[config.mk]
export PLATFORM = sky130hd
export DESIGN_NAME = lcd_com_scan
export DESIGN_NICKNAME = d
export VERILOG_FILES = /design/src/rtl/lcd_com_pkg.sv /design/src/rtl/lcd_scan_half.sv /design/src/rtl/lcd_level_map.sv /design/src/rtl/lcd_scan_pins.sv /design/src/rtl/lcd_com_scan.sv
export SDC_FILE = /design/constraint.sdc
export NUM_CORES = 1
export LEC_CHECK = 0
export BUFFER_PORTS_ARGS = -buffer_cell sky130_fd_sc_hd__buf_2
export CAP_MARGIN = 5
export CORE_ASPECT_RATIO = 1.2
export CORE_MARGIN = 8
export CORE_UTILIZATION = 55
export DETAILED_ROUTE_END_ITERATION = 10
export HOLD_SLACK_MARGIN = 0.15
export PLACE_DENSITY = 0.84
export SLEW_MARGIN = 20
export SYNTH_ARGS = -nofsm -noshare
export SYNTH_HDL_FRONTEND = slang
export SYNTH_HIERARCHICAL = 1
export SYNTH_SLANG_ARGS = --single-unit
[constraint.sdc]
create_clock -name scan_clk -period 8 [get_ports scan_clk]
set_input_delay 0.4 -clock scan_clk [delete_from_list [all_inputs] [get_ports scan_clk]]
set_output_delay 0.4 -clock scan_clk [all_outputs]
set_load 0.005 [all_outputs]
[src/rtl/lcd_com_pkg.sv]
package lcd_com_pkg;

    // Drive-level codes handed to the output stage
    typedef enum logic [1:0] {
        LVL_SEL_F0  = 2'b00,
        LVL_IDLE_F1 = 2'b01,
        LVL_IDLE_F0 = 2'b10,
        LVL_SEL_F1  = 2'b11
    } drive_lvl_e;

    // Blanking uses the same rail as a selected row in the high frame
    localparam drive_lvl_e LVL_BLANK = LVL_SEL_F1;

    function automatic drive_lvl_e pick_level(input logic row_on,
                                              input logic frame_hi,
                                              input logic show_n);
        drive_lvl_e lvl;
        if (!show_n)
            lvl = LVL_BLANK;
        else if (row_on)
            lvl = frame_hi ? LVL_SEL_F1 : LVL_SEL_F0;
        else
            lvl = frame_hi ? LVL_IDLE_F1 : LVL_IDLE_F0;
        return lvl;
    endfunction

endpackage

[src/rtl/lcd_scan_half.sv]
// Next-value logic for one half of the scan register.
module lcd_scan_half #(
    parameter int LEN = 60
) (
    input  logic [LEN-1:0] cur,
    input  logic           fwd,
    input  logic           low_entry,
    input  logic           high_entry,
    output logic [LEN-1:0] nxt
);
    always_comb begin
        if (fwd)
            nxt = {cur[LEN-2:0], low_entry};
        else
            nxt = {high_entry, cur[LEN-1:1]};
    end
endmodule

[src/rtl/lcd_level_map.sv]
// Maps every register position to its drive-level code.
module lcd_level_map
    import lcd_com_pkg::*;
#(
    parameter int NUM = 120
) (
    input  logic [NUM-1:0]   bits,
    input  logic             frame_pol,
    input  logic             blank_n,
    output logic [2*NUM-1:0] codes
);
    for (genvar i = 0; i < NUM; i++) begin : g_slot
        assign codes[2*i +: 2] = pick_level(bits[i], frame_pol, blank_n);
    end
endmodule

[src/rtl/lcd_scan_pins.sv]
// Direction control of the two bidirectional scan pins.
module lcd_scan_pins (
    input  logic dir_fwd,
    input  logic first_bit,
    input  logic last_bit,
    output logic pin_a_out,
    output logic pin_a_oe,
    output logic pin_b_out,
    output logic pin_b_oe
);
    always_comb begin
        pin_a_oe  = !dir_fwd;
        pin_b_oe  = dir_fwd;
        pin_a_out = !dir_fwd & first_bit;
        pin_b_out = dir_fwd & last_bit;
    end
endmodule

[src/rtl/lcd_com_scan.sv]
module lcd_com_scan #(
    parameter int HALF_LEN = 60
) (
    input  logic                  scan_clk,
    input  logic                  rst_n,
    input  logic                  split_mode,
    input  logic                  dir_fwd,
    input  logic                  frame_pol,
    input  logic                  blank_n,
    input  logic                  pin_a_in,
    output logic                  pin_a_out,
    output logic                  pin_a_oe,
    input  logic                  pin_b_in,
    output logic                  pin_b_out,
    output logic                  pin_b_oe,
    input  logic                  aux_scan_in,
    output logic [4*HALF_LEN-1:0] level_code
);
    localparam int NUM_OUT = 2 * HALF_LEN;

    typedef struct packed {
        logic [NUM_OUT-1:0] bits;
    } scan_state_t;

    scan_state_t state_d, state_q;

    logic [HALF_LEN-1:0] lo_cur, hi_cur, lo_nxt, hi_nxt;
    logic                lo_top_entry, hi_bot_entry;

    assign lo_cur = state_q.bits[HALF_LEN-1:0];
    assign hi_cur = state_q.bits[NUM_OUT-1:HALF_LEN];

    // Seam between the halves: joined chain or auxiliary entry
    always_comb begin
        if (split_mode) begin
            lo_top_entry = aux_scan_in;
            hi_bot_entry = aux_scan_in;
        end else begin
            lo_top_entry = hi_cur[0];
            hi_bot_entry = lo_cur[HALF_LEN-1];
        end
    end

    lcd_scan_half #(.LEN(HALF_LEN)) lo_half_i (
        .cur        (lo_cur),
        .fwd        (dir_fwd),
        .low_entry  (pin_a_in),
        .high_entry (lo_top_entry),
        .nxt        (lo_nxt)
    );

    lcd_scan_half #(.LEN(HALF_LEN)) hi_half_i (
        .cur        (hi_cur),
        .fwd        (dir_fwd),
        .low_entry  (hi_bot_entry),
        .high_entry (pin_b_in),
        .nxt        (hi_nxt)
    );

    always_comb begin
        state_d      = state_q;
        state_d.bits = {hi_nxt, lo_nxt};
    end

    always_ff @(negedge scan_clk or negedge rst_n) begin
        if (!rst_n)
            state_q <= '0;
        else
            state_q <= state_d;
    end

    lcd_scan_pins pins_i (
        .dir_fwd   (dir_fwd),
        .first_bit (state_q.bits[0]),
        .last_bit  (state_q.bits[NUM_OUT-1]),
        .pin_a_out (pin_a_out),
        .pin_a_oe  (pin_a_oe),
        .pin_b_out (pin_b_out),
        .pin_b_oe  (pin_b_oe)
    );

    lcd_level_map #(.NUM(NUM_OUT)) map_i (
        .bits      (state_q.bits),
        .frame_pol (frame_pol),
        .blank_n   (blank_n),
        .codes     (level_code)
    );
endmodule

# After elaboration in Yosys (flattened, before gate mapping)
# Cells that the tools add are included.
# word_totals
reg_bits,120
latchBits,0
mem_bits_rw,0
romBits,0
input_bits,9
out_inout_bits,244
wordCells,250
mem_count,0
# classes
addsub,0
n_mul,0
div_mod_pow,0
order_cmp,0
eq_ne,0
n_shift,0
n_mux,246
bitwise_logic,2
n_reduce_logical,1
# ops
cell,n
2-bit two-way mux,242
60-bit two-way mux,2
1-bit bitwise AND,2
1-bit two-way mux,2
1-bit zero test,1

# Longest topological paths before layout
# logic_depth
word_depth,3
mapped_depth,5
mapped_depth_nobuf,2

# Cells and area by module
# The synthesis kept the hierarchy.
# modules_own_cells
module,n_inst,cells_each,area_each_um2
lcd_com_scan,1,122,3025.4
lcd_level_map,1,387,2602.5
lcd_scan_half,2,67,1032.2
lcd_scan_pins,1,4,23.8

==> results by group <==
Outcome
  • Status: finished, final reports clean

Worst setup path
  • Critical path's largest stage delay: 450 ps
  • Crit path cell chain: xor2_1, nand2_1, buf_2
  • Crit start category: flip-flop
  • Critical path data arrival time: 5290 ps
  • Slowest CP cell: dfrtn_1
  • Worst Path Max Fanout: 3
  • CP top delay family: flip-flops
  • CP endpoint kind: primary output
  • Required @ worst endpoint: 7600 ps
  • WP buf/inv: 1
  • Crit path kind: flip-flop to primary output

Placed design
  • Setup slack at placement: 1930 ps
  • Port Buffers: 252
  • Placed wire-length estimate: 10700 um
  • GP Congestion: 0.763
  • Post-DP Area: 0.00790 mm^2

Finish
  • Final core occ: 61.7%
  • Cell area after layout: 0.00849 mm^2
  • Multi-input gate area: 0.00335 mm^2
  • FF+latch area: 0.00300 mm^2
  • Share of layout cells above drive strength 1: 52.8%
  • Regs by FF count: state_q (120)
  • Fin nets: 772
  • Antenna cells: 0
  • Number of flip-flops in the largest register: 120
  • Biggest register: state_q
  • Layout area overhead: 9.97%
  • Fill cells: 1089

Global routing
  • Largest net degree at the start of global routing: 121
  • Vias in the first global route: 4471
  • First-pass GRT wire length: 24400 um
  • GRT Total Usage: 16.9%
  • GR Overflow Total: 0
  • Initial antenna violation count: 1

Clock network
  • Clk sink count: 120
  • CTS tree: done
  • Clk root buf: clkbuf_16
  • Clk Latency, worst-skew pair: 380 ps
  • Hold_buf cts: 0
  • Max Buffers Root-to-Sink: 2
  • Clock-pin slew on the worst setup and hold paths: 40 ps
  • Post-cts resize count: 0
  • H-tree depth: 4
  • Post-CTS Setup Bufs: 0
  • Total CTS buffers: 17

STA
  • Slew margin rel.: 32.8%
  • RSZ-0062 raised after global routing: no
  • Worst slew pin tran: 1010 ps
  • Fin Setup TNS: 0 ps
  • Worst setup margin: 2310 ps
  • Final setup vio count: 0
  • Worst Skew: 6.15 ps
  • Final hold vios: 0
  • Slew Limit Fails: 0

Synthesis
  • Synth Cell Area: 0.00772 mm^2
  • Syn nets: 656
  • Post-synthesis sequential area ratio: 38.9%
  • Distinct cell type count after synthesis: 14
  • Seq cells post-synth: 120
  • Mapped Cells: 647
  • Syn Area/Cell: 11.9 um^2
  • Synth warn: 6

Detailed routing
  • Wire per inst: 16.2 um
  • Vias: 4386
  • Routed Antenna Nets: 0
  • 1st-pass router iterations: 4
  • Vias per cell: 4.64
  • Initial drt markers: 194
  • Drt total wl: 15300 um
  • Drc violations: 0

Power and ir drop
  • VDD IR max: 119 uV
  • Leak Pwr: 0.00462 uW
  • Power density cells: 233 mW/mm^2

Floorplan
  • Die height: 146 um
  • Die width: 124 um
  • Die Area: 0.0181 mm^2
  • Num ports: 253
  • Row count: 47
  • Core Area: 0.0138 mm^2
  • Initial Util: 56.1%

Hold path
  • Hold/Removal Path Class: flip-flop to flip-flop

Run
  • Max-Cap Viols: 0
placed cells by master, fill, tap and decap left out:
master	instances
buf_2	248
mux2_4	120
xor2_1	120
nand2_1	120
dfrtn_1	120
clkbuf_16	17
buf_4	7
clkbuf_8	4
mux2_2	2
clkbuf_1	2
bufinv_16	2
clkinvlp_4	2
clkinv_2	2
buf_6	2
clkinv_4	1
nand2b_2	1
inv_1	1
and2_1	1
nor2b_1	1
buf_12	1
logic make-up after synthesis:
group,count (synthesis),synth area share [%]
multiplexers,122,23.6
buffers and inverters,162,17.7
flip-flops,120,38.9
AND/OR/NAND/NOR,123,6.08
XOR/XNOR,120,13.6
cell usage after synthesis:
master	instances	area, um^2
mux2_4	120	1800
dfrtn_1	120	3000
buf_12	13	260
and2_1	1	6.26
buf_2	1	5.00
buf_4	124	931
buf_6	11	124
clkbuf_1	12	45.0
mux2_2	2	22.5
inv_1	1	3.75
nand2_1	120	450
nand2b_1	1	6.26
xor2_1	120	1050
nor2b_1	1	6.26
power breakdown:
group	leakage, uW	internal (uW)	switching (uW)
clock	0.000281	488	257
sequential	0.00164	701	94.5
combinational	0.00270	251	186
final timing paths:
| kind | to | start | cells past startpoint | slack (ps) |
|---|---|---|---|---|
| worst min-delay path | state_q[26] | state_q[25] | 1 | 500 |
| worst min register to register | state_q[26] | state_q[25] | 1 | 500 |
| worst max register to register | state_q[59] | state_q[60] | 2 | 6930 |
| min in group asynchronous | state_q[39] | rst_n | 1 | 3980 |
| worst max-delay path | level_code[139] | state_q[69] | 3 | 2310 |
| max in group asynchronous | state_q[32] | rst_n | 2 | 2990 |
cell type report:
| cell class | count | area share (%) |
|---|---|---|
| inverters | 1 | 0.0442 |
| clock inverters | 7 | 1.11 |
| clock buffers | 23 | 5.75 |
| repair buffers | 258 | 15.7 |
| flip-flops and latches | 120 | 35.4 |
| well taps | 171 | 2.52 |
| multi-input cells | 365 | 39.4 |
routing by layer:
layer | global-route usage (%) | part of all wire, % | vias to the layer above
met5 | 0 | 0.072 | -
met4 | 5.90 | 1.1 | 2
met3 | 4.89 | 8.3 | 17
met2 | 27.1 | 48 | 145
met1 | 20.9 | 43 | 2065
li1 | - | - | 2157
per-stage QoR:
step	total power [uW]	std cells	hold WS, ps
6_report	1980	945	501
5_1_grt	2080	945	514
4_1_cts	2000	945	504
3_5_place_dp	1240	915	501
3_3_place_gp	1230	915	495
2_1_floorplan	1130	647	476
worst reg2reg max path, stage by stage, from the launching register on:
cell	delay [ps]
dfrtn_1	360
mux2_2	290
mux2_4	270
Power figures use the tool's default switching activity.
